===== config.mk =====
export PLATFORM = sky130hd
export DESIGN_NAME = rtc_lp_counter
export DESIGN_NICKNAME = d
export VERILOG_FILES = /design/src/rtl/rtc_lp_pkg.sv /design/src/rtl/rtc_lp_edge_sync.sv /design/src/rtl/rtc_lp_prescaler.sv /design/src/rtl/rtc_lp_alarm.sv /design/src/rtl/rtc_lp_counter.sv
export SDC_FILE = /design/constraint.sdc
export NUM_CORES = 1
export LEC_CHECK = 0
export BUFFER_PORTS_ARGS = -buffer_cell sky130_fd_sc_hd__buf_4
export CAP_MARGIN = 25
export CORE_UTILIZATION = 61
export CTS_CLUSTER_DIAMETER = 120
export DETAILED_ROUTE_END_ITERATION = 12
export PLACE_DENSITY = 0.91
export SLEW_MARGIN = 25
export SYNTH_ARGS = -nofsm -noshare
export SYNTH_HDL_FRONTEND = slang
export SYNTH_HIERARCHICAL = 1
export SYNTH_SLANG_ARGS = --single-unit

===== constraint.sdc =====
create_clock -name clk -period 3.44 [get_ports clk]
set_input_delay 0.172 -clock clk [delete_from_list [all_inputs] [get_ports clk]]
set_output_delay 0.172 -clock clk [all_outputs]
set_load 0.1 [all_outputs]

===== src/rtl/rtc_lp_pkg.sv =====
package rtc_lp_pkg;

   localparam int unsigned DATA_W     = 32;
   localparam int unsigned NUM_ALM    = 2;
   localparam int unsigned CLKSEL_W   = 2;
   localparam int unsigned CLKSEL_RTC = 3;

   localparam int unsigned OFF_CNT    = 'h00;
   localparam int unsigned OFF_STAT   = 'h08;
   localparam int unsigned OFF_DIV    = 'h0C;
   localparam int unsigned OFF_CSEL   = 'h1C;
   localparam int unsigned OFF_SCR    = 'h40;

   localparam int unsigned HZ_FLAG_BIT = 1;
   localparam int unsigned HZ_EN_BIT   = 3;

   // compare register offsets, indexed by alarm number
   function automatic int unsigned alm_off(int unsigned idx);
      return (idx == 0) ? 'h04 : 'h18;
   endfunction

   function automatic int unsigned alm_flag_bit(int unsigned idx);
      return (idx == 0) ? 0 : 4;
   endfunction

   function automatic int unsigned alm_en_bit(int unsigned idx);
      return (idx == 0) ? 2 : 6;
   endfunction

endpackage


===== src/rtl/rtc_lp_edge_sync.sv =====
module rtc_lp_edge_sync #(
   parameter int unsigned STAGES = 2
) (
   input  logic clk,
   input  logic rst_n,
   input  logic async_i,
   output logic rise_o
);

   localparam int unsigned LAST = STAGES;

   if (STAGES < 2) begin : g_bad_stages
      $error("rtc_lp_edge_sync: STAGES must be at least 2");
   end

   // sh[0..STAGES-1] is the synchronizer chain, sh[STAGES] holds the previous sample
   logic [LAST:0] sh;

   always_ff @(posedge clk or negedge rst_n) begin
      if (!rst_n) begin
         sh <= '0;
      end else begin
         sh <= {sh[LAST-1:0], async_i};
      end
   end

   assign rise_o = sh[LAST-1] & ~sh[LAST];

endmodule


===== src/rtl/rtc_lp_prescaler.sv =====
module rtc_lp_prescaler #(
   parameter int unsigned DIV_W = 16
) (
   input  logic             clk,
   input  logic             rst_n,
   input  logic             step_i,
   input  logic             restart_i,
   input  logic [DIV_W-1:0] div_i,
   output logic             tick_o,
   output logic [DIV_W-1:0] presc_o
);

   if (DIV_W < 1 || DIV_W > 32) begin : g_bad_div
      $error("rtc_lp_prescaler: DIV_W out of range");
   end

   logic [DIV_W-1:0] presc_q;
   logic             half_q;
   logic             term;

   assign term = (presc_q == div_i);

   always_ff @(posedge clk or negedge rst_n) begin
      if (!rst_n) begin
         presc_q <= '0;
         half_q  <= 1'b0;
      end else if (restart_i) begin
         presc_q <= '0;
         half_q  <= 1'b0;
      end else if (step_i) begin
         if (term) begin
            presc_q <= '0;
            half_q  <= ~half_q;
         end else begin
            presc_q <= presc_q + 1'b1;
         end
      end
   end

   // a full period is two half periods of DIV+1 steps each
   assign tick_o  = step_i & ~restart_i & term & half_q;
   assign presc_o = presc_q;

endmodule


===== src/rtl/rtc_lp_alarm.sv =====
module rtc_lp_alarm #(
   parameter int unsigned CNT_W = 32
) (
   input  logic             clk,
   input  logic             rst_n,
   input  logic             tick_i,
   input  logic             cnt_wr_i,
   input  logic [CNT_W-1:0] next_cnt_i,
   input  logic             cmp_wr_i,
   input  logic [CNT_W-1:0] cmp_wdata_i,
   input  logic             clr_i,
   output logic             flag_o,
   output logic [CNT_W-1:0] cmp_o
);

   logic [CNT_W-1:0] cmp_q;
   logic             flag_q;
   logic             hit;

   // a match counts only when the counter really advances onto the value
   assign hit = tick_i & ~cnt_wr_i & (next_cnt_i == cmp_q);

   always_ff @(posedge clk or negedge rst_n) begin
      if (!rst_n) begin
         cmp_q  <= '0;
         flag_q <= 1'b0;
      end else begin
         if (cmp_wr_i) begin
            cmp_q <= cmp_wdata_i;
         end
         flag_q <= (flag_q & ~clr_i) | hit;
      end
   end

   assign flag_o = flag_q;
   assign cmp_o  = cmp_q;

endmodule


===== src/rtl/rtc_lp_counter.sv =====
module rtc_lp_counter
   import rtc_lp_pkg::*;
#(
   parameter int unsigned CNT_W       = 32,
   parameter int unsigned DIV_W       = 16,
   parameter int unsigned ADDR_W      = 8,
   parameter int unsigned SYNC_STAGES = 2
) (
   input  logic              clk,
   input  logic              rst_n,
   input  logic              rtc_clk_i,
   input  logic              req_i,
   input  logic              we_i,
   input  logic [ADDR_W-1:0] addr_i,
   input  logic [DATA_W-1:0] wdata_i,
   output logic [DATA_W-1:0] rdata_o,
   output logic              irq_o,
   output logic              wake_o
);

   if (CNT_W < 1 || CNT_W > DATA_W) begin : g_bad_cnt
      $error("rtc_lp_counter: CNT_W must fit the data bus");
   end
   if (DIV_W > DATA_W) begin : g_bad_divw
      $error("rtc_lp_counter: DIV_W must fit the data bus");
   end
   if (ADDR_W < 7) begin : g_bad_addr
      $error("rtc_lp_counter: ADDR_W too narrow for the register map");
   end

   localparam logic [ADDR_W-1:0] A_CNT  = ADDR_W'(OFF_CNT);
   localparam logic [ADDR_W-1:0] A_STAT = ADDR_W'(OFF_STAT);
   localparam logic [ADDR_W-1:0] A_DIV  = ADDR_W'(OFF_DIV);
   localparam logic [ADDR_W-1:0] A_CSEL = ADDR_W'(OFF_CSEL);
   localparam logic [ADDR_W-1:0] A_SCR  = ADDR_W'(OFF_SCR);

   // bus decode
   logic wr, rd;
   logic cnt_wr, st_wr, div_wr, csel_wr, scr_wr;

   assign wr      = req_i & we_i;
   assign rd      = req_i & ~we_i;
   assign cnt_wr  = wr & (addr_i == A_CNT);
   assign st_wr   = wr & (addr_i == A_STAT);
   assign div_wr  = wr & (addr_i == A_DIV);
   assign csel_wr = wr & (addr_i == A_CSEL);
   assign scr_wr  = wr & (addr_i == A_SCR);

   // configuration registers
   logic [DIV_W-1:0]    div_q;
   logic [CLKSEL_W-1:0] clksel_q;
   logic [DATA_W-1:0]   scratch_q;

   always_ff @(posedge clk or negedge rst_n) begin
      if (!rst_n) begin
         div_q     <= '0;
         clksel_q  <= '0;
         scratch_q <= '0;
      end else begin
         if (div_wr)  div_q     <= wdata_i[DIV_W-1:0];
         if (csel_wr) clksel_q  <= wdata_i[CLKSEL_W-1:0];
         if (scr_wr)  scratch_q <= wdata_i;
      end
   end

   // timebase path
   logic rtc_rise;
   logic step;
   logic tick;
   logic [DIV_W-1:0] presc;

   rtc_lp_edge_sync #(.STAGES(SYNC_STAGES)) u_sync (
      .clk     (clk),
      .rst_n   (rst_n),
      .async_i (rtc_clk_i),
      .rise_o  (rtc_rise)
   );

   assign step = rtc_rise & (clksel_q == CLKSEL_W'(CLKSEL_RTC));

   rtc_lp_prescaler #(.DIV_W(DIV_W)) u_presc (
      .clk       (clk),
      .rst_n     (rst_n),
      .step_i    (step),
      .restart_i (div_wr),
      .div_i     (div_q),
      .tick_o    (tick),
      .presc_o   (presc)
   );

   // main counter
   logic [CNT_W-1:0] cnt_q;
   logic [CNT_W-1:0] cnt_inc;

   assign cnt_inc = cnt_q + 1'b1;

   always_ff @(posedge clk or negedge rst_n) begin
      if (!rst_n) begin
         cnt_q <= '0;
      end else if (cnt_wr) begin
         cnt_q <= wdata_i[CNT_W-1:0];
      end else if (tick) begin
         cnt_q <= cnt_inc;
      end
   end

   // periodic event and enables
   logic               hz_flag;
   logic               hz_en;
   logic [NUM_ALM-1:0] al_en;
   logic [NUM_ALM-1:0] al_flag;
   logic [CNT_W-1:0]   al_cmp [NUM_ALM];

   always_ff @(posedge clk or negedge rst_n) begin
      if (!rst_n) begin
         hz_flag <= 1'b0;
         hz_en   <= 1'b0;
         al_en   <= '0;
      end else begin
         hz_flag <= (hz_flag & ~(st_wr & wdata_i[HZ_FLAG_BIT])) | tick;
         if (st_wr) begin
            hz_en <= wdata_i[HZ_EN_BIT];
            for (int i = 0; i < NUM_ALM; i++) begin
               al_en[i] <= wdata_i[alm_en_bit(i)];
            end
         end
      end
   end

   // compare units
   for (genvar gi = 0; gi < NUM_ALM; gi++) begin : g_alm
      localparam logic [ADDR_W-1:0] A_CMP = ADDR_W'(alm_off(gi));
      localparam int unsigned       FBIT  = alm_flag_bit(gi);

      rtc_lp_alarm #(.CNT_W(CNT_W)) u_alm (
         .clk         (clk),
         .rst_n       (rst_n),
         .tick_i      (tick),
         .cnt_wr_i    (cnt_wr),
         .next_cnt_i  (cnt_inc),
         .cmp_wr_i    (wr & (addr_i == A_CMP)),
         .cmp_wdata_i (wdata_i[CNT_W-1:0]),
         .clr_i       (st_wr & wdata_i[FBIT]),
         .flag_o      (al_flag[gi]),
         .cmp_o       (al_cmp[gi])
      );
   end

   // outputs
   assign wake_o = |(al_flag & al_en);
   assign irq_o  = wake_o | (hz_flag & hz_en);

   // read path
   logic [DATA_W-1:0] st_word;
   logic [DATA_W-1:0] rd_mux;

   always_comb begin
      st_word              = '0;
      st_word[HZ_FLAG_BIT] = hz_flag;
      st_word[HZ_EN_BIT]   = hz_en;
      for (int i = 0; i < NUM_ALM; i++) begin
         st_word[alm_flag_bit(i)] = al_flag[i];
         st_word[alm_en_bit(i)]   = al_en[i];
      end
   end

   always_comb begin
      rd_mux = '0;
      if (addr_i == A_CNT) begin
         rd_mux[CNT_W-1:0] = cnt_q;
      end else if (addr_i == A_STAT) begin
         rd_mux = st_word;
      end else if (addr_i == A_DIV) begin
         rd_mux[DIV_W-1:0] = div_q;
      end else if (addr_i == A_CSEL) begin
         rd_mux[CLKSEL_W-1:0] = clksel_q;
      end else if (addr_i == A_SCR) begin
         rd_mux = scratch_q;
      end else begin
         for (int i = 0; i < NUM_ALM; i++) begin
            if (addr_i == ADDR_W'(alm_off(i))) begin
               rd_mux[CNT_W-1:0] = al_cmp[i];
            end
         end
      end
   end

   always_ff @(posedge clk or negedge rst_n) begin
      if (!rst_n) begin
         rdata_o <= '0;
      end else if (rd) begin
         rdata_o <= rd_mux;
      end
   end

endmodule


==> results of run 1 <==
## registers in the layout, summed over array words and instances, names as in the netlist, 2 cells and up
name                count
clksel_q                2
cnt_q                  32
g_alm.u_alm/cmp_o      64
g_alm.u_alm/flag_o      2
div_q                  16
u_presc/presc_o        16
al_en                   2
scratch_q              32
rdata_o                32
u_sync/sh               3
## metal layers
| layer | up-vias | track usage [%] | routed length (µm) |
|---|---|---|---|
| li1 | 3984 | - | - |
| met1 | 4580 | 47.0 | 12700 |
| met2 | 604 | 55.5 | 15100 |
| met3 | 145 | 4.93 | 2900 |
| met4 | 0 | 17.3 | 1610 |
| met5 | - | 0 | 0 |
## power by group through the flow
stage	registers, mW	clock network [mW]	logic, mW
6_report	2.56	2.27	0.755
5_1_grt	2.57	2.37	0.793
4_1_cts	2.55	2.28	0.743
3_5_place_dp	2.60	0	0.709
3_3_place_gp	2.59	0	0.698
2_1_floorplan	2.78	0	0.259
## kinds of logic after synthesis
logic type / count (synthesis) / share of synthesized area, %
AO/OA/AOI/OAI: 187 / 11.3
AND/OR/NAND/NOR: 277 / 13.4
adder cells (fa/ha/maj): 2 / 0.222
buffers and inverters: 90 / 3.66
multiplexers: 142 / 14.2
flip-flops: 204 / 45.3
XOR/XNOR: 154 / 12.0
## cells in the final DEF (no fill, tap or decap), types with 12 or more instances in the layout
cell type,n
dfrtp_1,204
buf_4,109
inv_1,12
a22oi_1,28
o221ai_1,16
nand4_1,23
o21a_1,17
clkbuf_16,23
nand2_1,71
xor2_1,61
o21ai_0,42
nor2_1,38
and3_1,12
a21oi_1,36
mux2i_1,24
dlygate4sd3_1,33
nor4_1,20
xnor2_1,93
mux2_2,103
nor3_1,25
nand3_1,37
## path summary, 6_finish.rpt
path                                      endpoint  slack (ns)  cells after the start
max                          g_alm[0].u_alm/flag_o        0.16                     11
min                        g_alm[0].u_alm/cmp_o[0]        0.02                      2
max reg2reg                  g_alm[0].u_alm/flag_o        0.16                     11
min reg2reg                           u_sync/sh[1]        0.36                      0
max in group asynchronous              clksel_q[1]        2.27                      3
min in group asynchronous              rdata_o[27]        0.32                      2
## critical path, stage by stage, from the launching register on
cell and delay, ns:
dfrtp_1 0.56, nand3_2 0.23, nor4_1 0.35, buf_4 0.20, and2_1 0.25, nor3b_1 0.27
xor2_1 0.27, xnor2_1 0.16, nand4_1 0.14, nor4_1 0.44, nand4_1 0.19, o22ai_2 0.14
## area by class of cell
type                            count  area [µm²]  share of cell area [%]
Timing Repair Buffer              146        1220                    9.29
Multi-Input combinational cell    762        5820                    44.2
Inverter                           12        45.0                   0.342
Tap cell                          229         287                    2.18
Sequential cell                   204        5100                    38.8
Clock buffer                       33         663                    5.04
Clock inverter                      3        15.0                   0.114
## what timing repair did
action	in CTS	in global routing
setup buffers	0	0
hold buffers	33	0
gates resized for setup	0	1
endpoints found under the setup margin	0	2
endpoints found under the hold margin	217	0
## metrics by stage
stage               total power, mW  area (µm²)  setup slack (ns)
floorplan                      3.04       11300             0.292
global placement               3.29       12100             0.189
detailed placement             3.30       12100             0.177
CTS                            5.57       13100             0.142
global route                   5.73       13200            0.0379
finish                         5.58       13200             0.161
==> impl_metrics.tcl, run 1 <==
set metrics [dict create \
    finalHoldViolCount 0 \
    cp.arrival_ns 3.70 \
    yosysWarnings 6 \
    skew_ns 0.00601 \
    critPathMaxFanout 9 \
    finalSetupTns_ns 0 \
    place_congestion 0.980 \
    coreArea_um2 18000 \
    setup.worst_path.start_class "flip-flop" \
    p_sw_mw 1.53 \
    synthArstFlopShare_pct 100 \
    synth.area.top_cells "dfrtp_1, mux2_2, xnor2_1" \
    antenna_found_initial 0 \
    p_clk_share_pct 40.6 \
    synth-edff-count 0 \
    cts_tree "built" \
    reg2reg_from "cnt_q[3]" \
    cp-startpoint "cnt_q[3]" \
    drv_slew 0 \
    rows 49 \
    synth_seq_area_share_pct 45.3 \
    dpl.cell_count 1319 \
    p_sw_share_pct 27.5 \
    final_cells 1389 \
    die_h_um 138 \
    grt_util_all_layers_pct 35.0 \
    endpoint_kind "flip-flop" \
    syn-cell-area_um2 11300 \
    syn-instance-count 1056 \
    yosysTopAreaCellShare_pct 45.3 \
    post-route-period-util_pct 95.3 \
    grt_max_degree 93 \
    worst_ir_drop_vdd_uv 384 \
    rsz0062_at_grt "false" \
    maxCapViolations 0 \
    drive_above_1_share_pct 24.6 \
    grt_pass1_vias 9248 \
    die_w_um 138 \
    worstMarginPinSlew_ns 0.954 \
    yosysTopAreaCell "dfrtp_1" \
    status "complete, no violations" \
    syn_to_final_growth_pct 16.6 \
    p_per_area_nw_per_um2 424 \
    clkTransAtPathRegs_ns 0.06 \
    timing.fmax_mhz 305 \
    wirelength_um 32300 \
    fin_util_pct 73.0 \
    first_pass_iters 5 \
    wl_per_cell_um 23.2 \
    clk_latency_ns 0.50 \
    synth_common_cells "dfrtp_1, mux2_2, xnor2_1" \
    synth_flop_cell "dfrtp_1" \
    seq_power_share_pct 45.8 \
    hold_class "in -> reg" \
    via_count 9313 \
    fin_nets 1195 \
    leakage_nw 5.87 \
    vias_per_cell 6.70 \
    cts_root_buf "clkbuf_16" \
    setup_viol 0 \
    numCtsBuffers 22 \
    placement.io_buffers 78 \
    whs_ns 0.0156 \
    grt_pass1_wl_um 50400 \
    syn_nets 1103 \
    antenna_left 0 \
    dp_hpwl_um 21300 \
    htreeDepth 1 \
    worstSetupPathType "reg -> reg" \
    cp.required_ns 3.86 \
    worstHoldStart "wdata_i[0]" \
    p_int_mw 4.04 \
    cts_buffer_depth 3 \
    diodes 0 \
    maxSlewHeadroom_pct 35.9 \
    clock_sinks 204 \
    start_util_pct 62.6 \
    syn_area_per_cell_um2 10.7 \
    n_fill_cell 1194 \
    combPwrFrac_pct 13.5 \
    overflow 0 \
    ios 79 \
    drc 0 \
    die_area_um2 19000 \
    synth_cell_types 69 \
    ys_ff_latch 204 \
    synth_most_common_cell "dfrtp_1" \
    finalCriticalPeriod_ns 3.28 \
    drtIter0Drc 1035 \
]
Power figures use the tool's default switching activity.
==> run 2, diff against run 1 <==
- BUFFER_PORTS_ARGS: -buffer_cell sky130_fd_sc_hd__buf_4 -> not set
- CAP_MARGIN: 25 -> 20
- CORE_UTILIZATION: 61 -> 64
- DONT_BUFFER_PORTS: not set -> 1
==> impl_metrics.tcl, run 2 (synthesized netlist as in run 1, its figures left out) <==
set metrics [dict create \
    placement.io_buffers 0 \
    fin_nets 1114 \
    worstSetupPathType "reg -> reg" \
    r2r_setup_slack_ns 0.09 \
    vias_per_cell 7.10 \
    p_sw_mw 1.50 \
    leakage_nw 5.49 \
    grt_pass1_vias 9117 \
    timing.fmax_mhz 299 \
    reg2reg_from "cnt_q[1]" \
    crit_path_end "g_alm[1].u_alm/flag_o" \
    grt_max_degree 205 \
    worst_r2r_endpoint "g_alm[1].u_alm/flag_o" \
    antenna_left 0 \
    cp.required_ns 3.87 \
    drv_slew 0 \
    final_common_cell "dfrtp_1" \
    p_clk_share_pct 43.7 \
    first_pass_iters 8 \
    fin_util_pct 73.1 \
    worstMarginPinSlew_ns 1.05 \
    coreArea_um2 17200 \
    maxCapViolations 0 \
    die_h_um 135 \
    ios 79 \
    finalHoldViolCount 204 \
    p_int_mw 4.08 \
    skew_ns 0.0222 \
    clock_sinks 204 \
    p_sw_share_pct 26.9 \
    numCtsBuffers 22 \
    dp_hpwl_um 20700 \
    via_count 9284 \
    drive_above_1_share_pct 18.9 \
    finalCriticalPeriod_ns 3.35 \
    grt_pass1_wl_um 50800 \
    die_area_um2 18200 \
    syn_to_final_growth_pct 11.7 \
    rows 48 \
    critPathMaxFanout 8 \
    wirelength_um 32200 \
    whs_ns -0.642 \
    combPwrFrac_pct 6.7 \
    cts_root_buf "clkbuf_16" \
    cts_tree "built" \
    maxSlewHeadroom_pct 30.0 \
    rsz0062_at_grt "true" \
    largest_register_ffs 64 \
    cts_buffer_depth 3 \
    p_per_area_nw_per_um2 443 \
    cp.arrival_ns 3.78 \
    worst_ir_drop_vdd_uv 358 \
    htreeDepth 1 \
    r2r.worst_path.cells 12 \
    drc 0 \
    layout_common_cells "dfrtp_1, mux2_2, xnor2_1" \
    final_cells 1308 \
    status "finished with violations" \
    finalSetupTns_ns 0 \
    cts_hold_buf 38 \
    setup_viol 0 \
    start_util_pct 65.4 \
    overflow 0 \
    seq_power_share_pct 49.6 \
    place_congestion 1.00 \
    post-route-period-util_pct 97.4 \
    wl_per_cell_um 24.7 \
    grt_util_all_layers_pct 36.5 \
    cp-startpoint "cnt_q[1]" \
    setup.worst_path.start_class "flip-flop" \
    hold_class "in -> async" \
    p_total_mw 5.59 \
    clk_latency_ns 0.53 \
    die_w_um 135 \
    drtIter0Drc 1159 \
    endpoint_kind "flip-flop" \
    violations "hold timing" \
    dpl.cell_count 1230 \
    clkTransAtPathRegs_ns 0.06 \
    antenna_found_initial 1 \
]
[run 2: stage by stage]
| step | instance area (µm²) | worst slack (ns) | hold slack [ns] |
|---|---|---|---|
| after floorplan | 11300 | 0.292 | -0.124 |
| after global placement | 11500 | 0.418 | -0.118 |
| after detailed placement | 11500 | 0.353 | -0.116 |
| after CTS | 12600 | 0.256 | -0.660 |
| after global routing | 12600 | -0.00866 | -0.647 |
| final | 12600 | 0.0899 | -0.642 |
[run 2: area by class of cell]
type / instances / area (µm²)
Antenna cell: 1 / 2.50
Clock buffer: 30 / 631
Clock inverter: 9 / 111
Fill cell: 1032 / 4630
Inverter: 12 / 45.0
Multi-Input combinational cell: 762 / 5820
Sequential cell: 204 / 5100
Tap cell: 225 / 282
Timing Repair Buffer: 65 / 608
[run 2: how the worst min path moves through the flow]
stage,end,slack [ns],depth (start not counted)
2_1_floorplan,al_en[0],-0.12,0
3_3_place_gp,rdata_o[31],-0.12,0
3_5_place_dp,rdata_o[30],-0.12,0
4_1_cts,g_alm[0].u_alm/cmp_o[21],-0.66,0
5_1_grt,rdata_o[29],-0.65,0
6_report,rdata_o[30],-0.64,0
[run 2: per-layer routing]
metal	vias to the layer above	global-route usage [%]	part of all wire, %
met3	165	6.72	11
met5	-	0	0
met2	739	56.2	46
met4	0	19.2	5.6
li1	3829	-	-
met1	4551	49.4	37
[run 2: timing repair]
action | CTS | global route
resized for setup | 0 | 1
setup buffers | 0 | 0
setup endpoints to repair | 0 | 2
hold endpoints to repair | 361 | 204
[run 2: critical path, stage by stage, from the launching register on]
cell and delay [ns]:
dfrtp_1 0.55, ha_1 0.25, inv_1 0.08, nor4_1 0.31, buf_4 0.22, and2_1 0.21, nand2_1 0.10, xnor2_1 0.17
xnor2_1 0.42, nand4_1 0.28, nor4_1 0.39, nand4_1 0.16, o22ai_2 0.12
[run 2: power by group through the flow]
stage                     Sequential, mW  Clock (mW)  Combinational [mW]
final                               2.77        2.44               0.376
after global routing                2.78        2.53               0.396
after CTS                           2.77        2.45               0.363
after detailed placement            2.81           0               0.297
after global placement              2.81           0               0.287
after floorplan                     2.78           0               0.259
